### config.mk
export PLATFORM = sky130hd
export DESIGN_NAME = dbg_match_unit
export DESIGN_NICKNAME = d
export VERILOG_FILES = /design/src/rtl/dbg_match_pkg.sv /design/src/rtl/dbg_bp_slot.sv /design/src/rtl/dbg_wp_slot.sv /design/src/rtl/dbg_req_arb.sv /design/src/rtl/dbg_match_unit.sv
export SDC_FILE = /design/constraint.sdc
export NUM_CORES = 1
export LEC_CHECK = 0
export ABC_CLOCK_PERIOD_IN_PS = 1700
export BUFFER_PORTS_ARGS = -buffer_cell sky130_fd_sc_hd__buf_2
export CORE_ASPECT_RATIO = 0.7
export CORE_MARGIN = 2
export CORE_UTILIZATION = 54
export CTS_CLUSTER_DIAMETER = 100
export DETAILED_ROUTE_END_ITERATION = 8
export PLACE_DENSITY = 0.74
export SLEW_MARGIN = 10
export SYNTH_ARGS = -nofsm -noshare
export SYNTH_HDL_FRONTEND = slang
export SYNTH_SLANG_ARGS = --single-unit
### constraint.sdc
create_clock -name clk -period 1.7 [get_ports clk]
set_input_delay 0.255 -clock clk [delete_from_list [all_inputs] [get_ports clk]]
set_output_delay 0.255 -clock clk [all_outputs]
set_load 0.05 [all_outputs]
### src/rtl/dbg_match_pkg.sv
package dbg_match_pkg;

  typedef enum logic [1:0] {
    WP_OFF = 2'b00,
    WP_RD  = 2'b01,
    WP_WR  = 2'b10,
    WP_RW  = 2'b11
  } wp_mode_e;

  // Direction qualifier: bit 0 of the mode admits reads, bit 1 admits writes.
  function automatic logic wp_dir_ok(input wp_mode_e mode, input logic is_write);
    logic [1:0] mb;
    mb = mode;
    return is_write ? mb[1] : mb[0];
  endfunction

  // The two exception requests; the breakpoint wins because it is older in the pipe.
  function automatic logic [1:0] req_resolve(input logic any_bp, input logic any_wp);
    return {any_wp & ~any_bp, any_bp};
  endfunction

endpackage

### src/rtl/dbg_bp_slot.sv
module dbg_bp_slot #(
  parameter int ADDR_W = 32
) (
  input  logic              clk,
  input  logic              rst_n,
  input  logic              wr_en,
  input  logic [ADDR_W-1:0] wr_addr,
  input  logic              wr_enable,
  input  logic              pc_valid,
  input  logic [ADDR_W-1:0] pc,
  output logic              hit
);

  logic [ADDR_W-1:0] addr_q;
  logic              en_q;
  logic              pc_eq;

  always_ff @(posedge clk) begin
    if (!rst_n) begin
      addr_q <= '0;
      en_q   <= 1'b0;
    end else if (wr_en) begin
      addr_q <= wr_addr;
      en_q   <= wr_enable;
    end
  end

  assign pc_eq = (pc == addr_q);
  assign hit   = en_q & pc_valid & pc_eq;

  a_r10_bp_load: assert property (@(posedge clk) disable iff (!rst_n)
    wr_en |=> (addr_q == $past(wr_addr)) && (en_q == $past(wr_enable)));

  a_r3_bp_inert: assert property (@(posedge clk) disable iff (!rst_n)
    (rst_n && $past(wr_en) && !$past(wr_enable)) |-> !hit);

endmodule

### src/rtl/dbg_wp_slot.sv
module dbg_wp_slot
  import dbg_match_pkg::*;
#(
  parameter int ADDR_W = 32
) (
  input  logic              clk,
  input  logic              rst_n,
  input  logic              wr_en,
  input  logic [ADDR_W-1:0] wr_addr,
  input  logic [1:0]        wr_mode,
  input  logic              acc_valid,
  input  logic [ADDR_W-1:0] acc_addr,
  input  logic              acc_write,
  output logic              hit
);

  logic [ADDR_W-1:0] addr_q;
  wp_mode_e          mode_q;
  logic              addr_eq;
  logic              dir_ok;

  always_ff @(posedge clk) begin
    if (!rst_n) begin
      addr_q <= '0;
      mode_q <= WP_OFF;
    end else if (wr_en) begin
      addr_q <= wr_addr;
      mode_q <= wp_mode_e'(wr_mode);
    end
  end

  assign addr_eq = (acc_addr == addr_q);
  assign dir_ok  = wp_dir_ok(mode_q, acc_write);
  assign hit     = acc_valid & addr_eq & dir_ok;

  a_r5_off_never_hits: assert property (@(posedge clk) disable iff (!rst_n)
    (rst_n && $past(wr_en) && ($past(wr_mode) == 2'b00)) |-> !hit);

  a_r10_wp_load: assert property (@(posedge clk) disable iff (!rst_n)
    wr_en |=> (addr_q == $past(wr_addr)) && (mode_q == wp_mode_e'($past(wr_mode))));

  a_r6_exact_byte: assert property (@(posedge clk) disable iff (!rst_n)
    hit |-> (acc_addr == addr_q));

endmodule

### src/rtl/dbg_req_arb.sv
module dbg_req_arb
  import dbg_match_pkg::*;
#(
  parameter int N_BP = 4,
  parameter int N_WP = 4
) (
  input  logic [N_BP-1:0] bp_hits,
  input  logic [N_WP-1:0] wp_hits,
  output logic            bp_req,
  output logic            wp_req,
  output logic            mem_block
);

  logic       any_bp;
  logic       any_wp;
  logic [1:0] reqs;

  assign any_bp    = |bp_hits;
  assign any_wp    = |wp_hits;
  assign reqs      = req_resolve(any_bp, any_wp);
  assign bp_req    = reqs[0];
  assign wp_req    = reqs[1];
  assign mem_block = any_wp;

endmodule

### src/rtl/dbg_match_unit.sv
module dbg_match_unit #(
  parameter int ADDR_W = 32,
  parameter int N_BP   = 4,
  parameter int N_WP   = 4,
  localparam int N_MAX = (N_BP > N_WP) ? N_BP : N_WP,
  localparam int IDX_W = (N_MAX > 1) ? $clog2(N_MAX) : 1
) (
  input  logic              clk,
  input  logic              rst_n,
  input  logic              cfg_we,
  input  logic              cfg_sel,
  input  logic [IDX_W-1:0]  cfg_idx,
  input  logic [ADDR_W-1:0] cfg_addr,
  input  logic [1:0]        cfg_ctrl,
  input  logic              fetch_valid,
  input  logic [ADDR_W-1:0] fetch_pc,
  input  logic              mem_valid,
  input  logic [ADDR_W-1:0] mem_addr,
  input  logic              mem_write,
  output logic              bp_req,
  output logic              wp_req,
  output logic              mem_block,
  output logic [N_BP-1:0]   bp_hit_vec,
  output logic [N_WP-1:0]   wp_hit_vec
);

  logic [N_BP-1:0] bp_wr;
  logic [N_WP-1:0] wp_wr;

  for (genvar k = 0; k < N_BP; k++) begin : g_bp
    assign bp_wr[k] = cfg_we & ~cfg_sel & (cfg_idx == IDX_W'(k));
    dbg_bp_slot #(.ADDR_W(ADDR_W)) u_slot (
      .clk(clk), .rst_n(rst_n),
      .wr_en(bp_wr[k]), .wr_addr(cfg_addr), .wr_enable(cfg_ctrl[0]),
      .pc_valid(fetch_valid), .pc(fetch_pc), .hit(bp_hit_vec[k])
    );
  end

  for (genvar k = 0; k < N_WP; k++) begin : g_wp
    assign wp_wr[k] = cfg_we & cfg_sel & (cfg_idx == IDX_W'(k));
    dbg_wp_slot #(.ADDR_W(ADDR_W)) u_slot (
      .clk(clk), .rst_n(rst_n),
      .wr_en(wp_wr[k]), .wr_addr(cfg_addr), .wr_mode(cfg_ctrl),
      .acc_valid(mem_valid), .acc_addr(mem_addr), .acc_write(mem_write),
      .hit(wp_hit_vec[k])
    );
  end

  dbg_req_arb #(.N_BP(N_BP), .N_WP(N_WP)) u_arb (
    .bp_hits(bp_hit_vec), .wp_hits(wp_hit_vec),
    .bp_req(bp_req), .wp_req(wp_req), .mem_block(mem_block)
  );

  a_r9_bp_over_wp: assert property (@(posedge clk) disable iff (!rst_n)
    bp_req |-> !wp_req);

  a_r7_block_on_wp: assert property (@(posedge clk) disable iff (!rst_n)
    (|wp_hit_vec) |-> mem_block);

  a_r8_wp_req_needs_hit: assert property (@(posedge clk) disable iff (!rst_n)
    wp_req |-> (|wp_hit_vec));

  a_r2_bp_needs_fetch: assert property (@(posedge clk) disable iff (!rst_n)
    bp_req |-> (fetch_valid && (|bp_hit_vec)));

  a_r4_wp_needs_access: assert property (@(posedge clk) disable iff (!rst_n)
    (|wp_hit_vec) |-> mem_valid);

endmodule

; ---- After elaboration in Yosys (flattened, before gate mapping)
; Cells that the tools add are included.
[classes]
n_eq_ne = 11
n_mux = 4
n_bitwise = 29
reduce_logical = 3
[op_table]
columns = operator, count
row1 = == test 32 bit, 8
row2 = bitwise AND 1 bit, 27
row3 = OR reduction 4 bit, 2
row4 = == test 2 bit (second input constant), 2
row5 = two-way mux 1 bit, 4
row6 = == test 2 x 1 -> 1 bit (second input constant), 1
row7 = zero test 2 bit, 1
row8 = inverter 1 bit, 2
[word_totals]
reg_bits = 268
input_bits = 107
out_inout_bits = 11
elab_cells = 63

; ---- Logic depth before layout (Yosys ltp)
[logic_depth]
word_depth = 5
depth_mapped = 7
ltp_nobuf = 6

; ---- Hierarchy
; From an unflattened synthesis, not the netlist that was laid out.
[unflattened]
hier_cells = 1231
area_unflattened_um2 = 13050.0
[by_module_without_submodules]
columns = module, n_inst, cells_each, area_each_um2, seq_area_each_um2
row1 = dbg_wp_slot, 4, 155, 1642.8, 680.7
row2 = dbg_bp_slot, 4, 150, 1586.5, 660.6
row3 = dbg_match_unit, 1, 8, 96.3, 0.0
row4 = dbg_req_arb, 1, 3, 36.3, 0.0

; ---- Worst setup path after synthesis
; Ideal clock, no wire load.
[synth_timing]
kind = flip-flop to output port
from = register g_wp[2].u_slot.addr_q[23]
to = output wp_req
arrival_time_ps = 1742
required_ps = 1445
setup_slack_ps = -297
stages_incl_launch_ff = 7
n_path_buf = 0
path_cell_list = dfxtp_1 xor2_1 nor4_1 nand3_1 nor4_2 or4_4 nor2b_4
[synth_via]
elab_chain_len = 5
[synth_rtl]
columns = element, line_no
row1 = "start, declared", dbg_wp_slot.sv:17  ; logic [ADDR_W-1:0] addr_q;
row2 = "start signal, assigned", dbg_wp_slot.sv:27  ; addr_q <= wr_addr;
row3 = == test 32 bit, dbg_wp_slot.sv:32  ; assign addr_eq = (acc_addr == addr_q);
row4 = bitwise AND 1 bit (2 in a row), dbg_wp_slot.sv:34  ; assign hit = acc_valid & addr_eq & dir_ok;
row5 = net g_wp[2].u_slot.hit, dbg_wp_slot.sv:14  ; output logic hit
row6 = OR reduction 4 bit, dbg_req_arb.sv:19  ; assign any_wp = |wp_hits;
row7 = net mem_block, dbg_match_unit.sv:22  ; output logic mem_block,
row8 = bitwise AND 1 bit, dbg_match_pkg.sv:19  ; return {any_wp & ~any_bp, any_bp};
row9 = "end, declared", dbg_match_unit.sv:21  ; output logic wp_req,
; The timed path passes the listed nets, and every way through them passes these cells.

; ---- Worst setup path in the final report
[layout_timing]
from = register g_bp[2].u_slot.addr_q[31]
to = output wp_req
[layout_via]
elab_chain_len = 5
[layout_rtl]
columns = element, line_no
row1 = "start, declared", dbg_bp_slot.sv:14  ; logic [ADDR_W-1:0] addr_q;
row2 = "start signal, assigned", dbg_bp_slot.sv:23  ; addr_q <= wr_addr;
row3 = == test 32 bit, dbg_bp_slot.sv:28  ; assign pc_eq = (pc == addr_q);
row4 = bitwise AND 1 bit, dbg_bp_slot.sv:29  ; assign hit = en_q & pc_valid & pc_eq;
row5 = OR reduction 4 bit, dbg_req_arb.sv:18  ; assign any_bp = |bp_hits;
row6 = inverter 1 bit, dbg_match_pkg.sv:19
row7 = bitwise AND 1 bit, dbg_match_pkg.sv:19
; No other way between the ends.

==> results.md <==
- The startpoint type of the worst setup path is a flop.
- The total number of yosys warnings is 0.
- The HPWL reported at the end of detailed placement is 31100 um.
- The capture endpoint of the worst hold path is g_wp[3].u_slot.addr_q[7].
- The run finished, with violations left.
- The number of enable-type register cells in the synthesized netlist is 0.
- The beginning of the worst register-to-register path is g_bp[1].u_slot.en_q.
- The source of the worst hold timing path is cfg_addr[7].
- The most used flip-flop cell after synthesis is sky130_fd_sc_hd__dfxtp_1.
- Global routing finished with a remaining overflow of 0.
- CTS built an H-tree with a depth of 1.
- Cells with a size suffix above 1 make up about a quarter of the layout.
- The initial core utilization is between 50% and 60%.
- The worst-case headroom to the max-slew limit is 62.6%.
- For this run, the share of the core covered by cells in the final layout is a little over two thirds.
- The synthesized-area fraction occupied by adder cells is 0%.
- The count of final max-slew check failures is 0.
- Measured against the total synthesized area, the mux share comes to less than 1%.
- Measured along the y axis, the die boundary spans 134 um.
- Buffers inserted during clock tree synthesis total 27.
- The number of nets in the synthesized netlist is 1697.
- The final layout contains 1822 nets.
- Clock-pin slew was measured on the worst setup and hold paths at around 60 ps.
- The routed via count divided by cell count is about 5.7.
- Based on the critical path, the design can be clocked at up to 375 MHz.
- In this run the tool buffered the top-level ports with ~120 buffer cells.
- Summing every instance area after synthesis gives 13000 um2.
- TritonCTS built the clock tree.
- The number of cells traversed by the worst hold path is 3.
- The checks that failed: negative setup slack.
- The analysis attributes to cell leakage a power of 0.00628 uW.
- The longest individual stage delay on the worst path is 600 ps.
- Sequential elements use 41.2% of the synthesized area.
- In this run the critical register-to-register path is captured at g_bp[1].u_slot.en_q.
- The number of DRC violations after detailed-routing iteration 0 is 1356.
- For this run, design rule violations remaining after detail routing come to 0.
- The cell area power density is around 900 nW/um2.
- The aggregate routed wire length is 45000 um.
- Routability-driven placement finished with a final weighted congestion of 0.993.
- The first global-routing pass estimated 67500 um of wire.
- Summing the areas of all compound-gate instances in the mapped netlist gives 15.9% of the synthesized area.
- The clock reaches the later pin of the worst-skew pair after 540 ps.
- The average routed wire per standard cell is 21.9 um.
- The worst setup path is captured at an output port.
- Traced cell by cell, the critical path runs through xor2_1, nor4_2, buf_4, nand4_1, nor3_4, or4_4, nor2b_4, buf_6.
- The number of maximum-capacitance constraint violations is 0.
- Measured along the x axis, the die boundary spans about 190 um.
- The first-pass iteration count of the detailed router is 7.
- The maximum fanout encountered on the critical timing path is 2.
- The critical path crosses 8 cells after its start point.
- After routing the design area is approximately 16000 um2.
- The hold violation count in the final report came to 0.
- The clock period minus worst slack is 2670 ps.
- The placed standard-cell area is 14500 um2.
- Measured in cells, the most critical reg-to-reg path has a length of 2.
- The critical path contains buffers and inverters numbering 2 combined.
- The die covers 25400 um2.
- The instance count after placement with tap cells included is 2011.
- Of the total synthesized cell area, the portion taken by XOR and XNOR cells is 16.9%.
- Clock tree synthesis selected as its root buffer the cell sky130_fd_sc_hd__clkbuf_16.
- The class of the most critical setup path is reg2out.
- The tightest min-delay check is of the in2reg type.
- The critical path data required time is 1440 ps.
- For this design the top-level I/O count stands at 118.
- For this run, asynchronously set or reset flops after synthesis account for 0%.
- The post-synthesis average cell area is 8.19 um2.
- The total vias in the final route is 11800.
- Synthesis produced a netlist whose cell count is 1590.
- Of the total synthesized cell area, the portion taken by AND, OR, NAND and NOR gates is 21.3%.
- The antenna violation net count after detailed routing is 0.
- The overall fraction of global-route tracks in use is 35.3%.
- The master of the slowest instance on the critical path is sky130_fd_sc_hd__or4_4.
- The area of the core is 23600 um2.
- The worst hold slack across all endpoints is 37.4 ps.
- The final period utilization is 157%.
- By area, the combinational part of the netlist is dominated by simple AND/OR/NAND/NOR gates.
- The cell class contributing the biggest share of worst-path delay is simple AND/OR/NAND/NOR gates.
- Setup repair after global routing could not meet its margin everywhere.
- The number of flip-flops and latches in the synthesized netlist is ~270.
- No sink is reached through more buffers than the 3 on the longest clock path.
- Once routing completed, OpenROAD measured the worst setup slack at -969 ps.
- Counting every sink on the clock net gives roughly 270.
- From synthesis to final layout, the design area changed by 26.1%.
- The initial antenna violation count came to 2.
- The number of standard cells in the final layout excluding fillers is between 2000 and 2500.
- The largest voltage drop on the vdd net is 702 uV.
- For the pin with the worst max-slew slack, the measured transition is 558 ps.
- The largest net degree at the start of global routing is 61.
- Between clock sinks in the finished design, the worst skew comes to 0 ps.
- The minimum setup slack among reg-to-reg paths is 950 ps.
- The via count of the first global-routing pass is 11100.
- The placement row count is 47.
- Data on the critical path arrives at its endpoint at 2410 ps.
- The number of filler instances in the final layout is 1912.
- The count of cell types in the netlist is 32.
- Setup violations remaining at the end of the flow were counted as 11.
-- cell type report --
class	instances	area [um2]	area share (%)
diodes	2	5.00	0.0305
clock buffers	34	742	4.51
clock inverters	14	154	0.936
inverters	4	16.3	0.0990
multi-input cells	1188	8010	48.7
flip-flops and latches	268	5440	33.1
well taps	318	398	2.42
repair buffers	226	1680	10.2
-- per-stage QoR --
| stage | worst slack, ps | setup TNS (ps) | power, uW |
|---|---|---|---|
| after floorplan | -271 | -448 | 7450 |
| after global placement | -704 | -5860 | 8250 |
| after detailed placement | -711 | -5830 | 8270 |
| after CTS | -946 | -8430 | 14300 |
| after global routing | -1040 | -9240 | 14800 |
| final | -969 | -8460 | 14500 |
-- cells by family (layout without fill, tap and decap cells) --
| group | after synthesis | count (layout) |
|---|---|---|
| AND/OR/NAND/NOR | 659 | 659 |
| buffers and inverters | 134 | 278 |
| flip-flops | 268 | 268 |
| AO/OA/AOI/OAI | 274 | 274 |
| multiplexers | 3 | 3 |
| other | 0 | 2 |
| XOR/XNOR | 252 | 252 |
-- layout by cell type, fill, tap and decap left out, drive strengths merged, types with 2 or more instances in the layout --
master    synthesis  final
clkinv            0      8
nand3            16     16
nor2b             4      4
clkbuf           82     34
mux2i             3      3
clkinvlp          1      3
inv               3      4
a21boi          268    268
nor3              8      8
o2111ai           2      2
nand4            21     21
or4               5      5
xnor2            82     82
diode             0      2
nor4             46     46
nand2b            4      4
buf              48    225
nor2              7      7
nand2           546    546
xor2            170    170
bufinv            0      3
dfxtp           268    268
-- layer usage --
| metal | routed length, um | global-route usage, % | vias to the layer above |
|---|---|---|---|
| met5 | 0 | 0 | - |
| met4 | 625 | 5.90 | 0 |
| li1 | - | - | 5373 |
| met2 | 18300 | 49.6 | 629 |
| met3 | 6270 | 12.0 | 54 |
| met1 | 19800 | 52.8 | 5716 |
-- where the power goes --
part	leakage (uW)	internal [uW]	switching [uW]	total [uW]
clock	0.000444	3540	2560	6100
sequential	0.00219	6410	109	6520
combinational	0.00364	722	1110	1830
-- cells in the mapped netlist (3+ instances only) --
cell | instances | area share (%)
sky130_fd_sc_hd__a21boi_0 | 25 | 1.4
sky130_fd_sc_hd__a21boi_1 | 243 | 14
sky130_fd_sc_hd__buf_2 | 40 | 1.5
sky130_fd_sc_hd__buf_4 | 8 | 0.46
sky130_fd_sc_hd__clkbuf_1 | 79 | 2.3
sky130_fd_sc_hd__clkbuf_2 | 3 | 0.12
sky130_fd_sc_hd__dfxtp_1 | 268 | 41
sky130_fd_sc_hd__inv_1 | 3 | 0.086
sky130_fd_sc_hd__mux2i_1 | 3 | 0.23
sky130_fd_sc_hd__nand2_1 | 546 | 16
sky130_fd_sc_hd__nand2b_1 | 4 | 0.19
sky130_fd_sc_hd__nand3_1 | 16 | 0.61
sky130_fd_sc_hd__nand4_1 | 21 | 1.0
sky130_fd_sc_hd__nor2_1 | 7 | 0.20
sky130_fd_sc_hd__nor2b_1 | 3 | 0.14
sky130_fd_sc_hd__nor3_1 | 4 | 0.15
sky130_fd_sc_hd__nor3_2 | 4 | 0.31
sky130_fd_sc_hd__nor4_1 | 44 | 2.1
sky130_fd_sc_hd__or4_1 | 3 | 0.17
sky130_fd_sc_hd__xnor2_1 | 82 | 5.5
sky130_fd_sc_hd__xor2_1 | 170 | 11
-- state kept, by name (all words and copies together) (netlist names) --
name / cells
g_bp.u_slot.addr_q: 128
g_wp.u_slot.addr_q: 128
g_wp.u_slot.mode_q: 8
g_bp.u_slot.en_q: 4
-- worst min-delay path, delay by kind of cell --
kind	cells	cell delay (ps)
simple gates	1	70
buf+inv	1	160
compound gates	1	50
-- timing repair --
item / CTS / global route
hold endpoints to repair: 2 / 0
gates resized for setup: 126 / 79
pin swaps: 50 / 42
buffers inserted: 7 / 2
hold buffers: 1 / 0
endpoints found under the setup margin: 11 / 11
-- worst max-delay path by stage --
stage,start,endpoint,slack (ps)
final,g_bp[2].u_slot.addr_q[31],wp_req,-970
after global routing,g_bp[2].u_slot.addr_q[31],wp_req,-1040
after CTS,g_bp[0].u_slot.addr_q[29],wp_req,-950
after detailed placement,mem_addr[28],wp_req,-710
after global placement,mem_addr[28],wp_req,-700
after floorplan,g_wp[2].u_slot.addr_q[19],wp_req,-270
No activity file was read; power rests on OpenSTA's default activity.
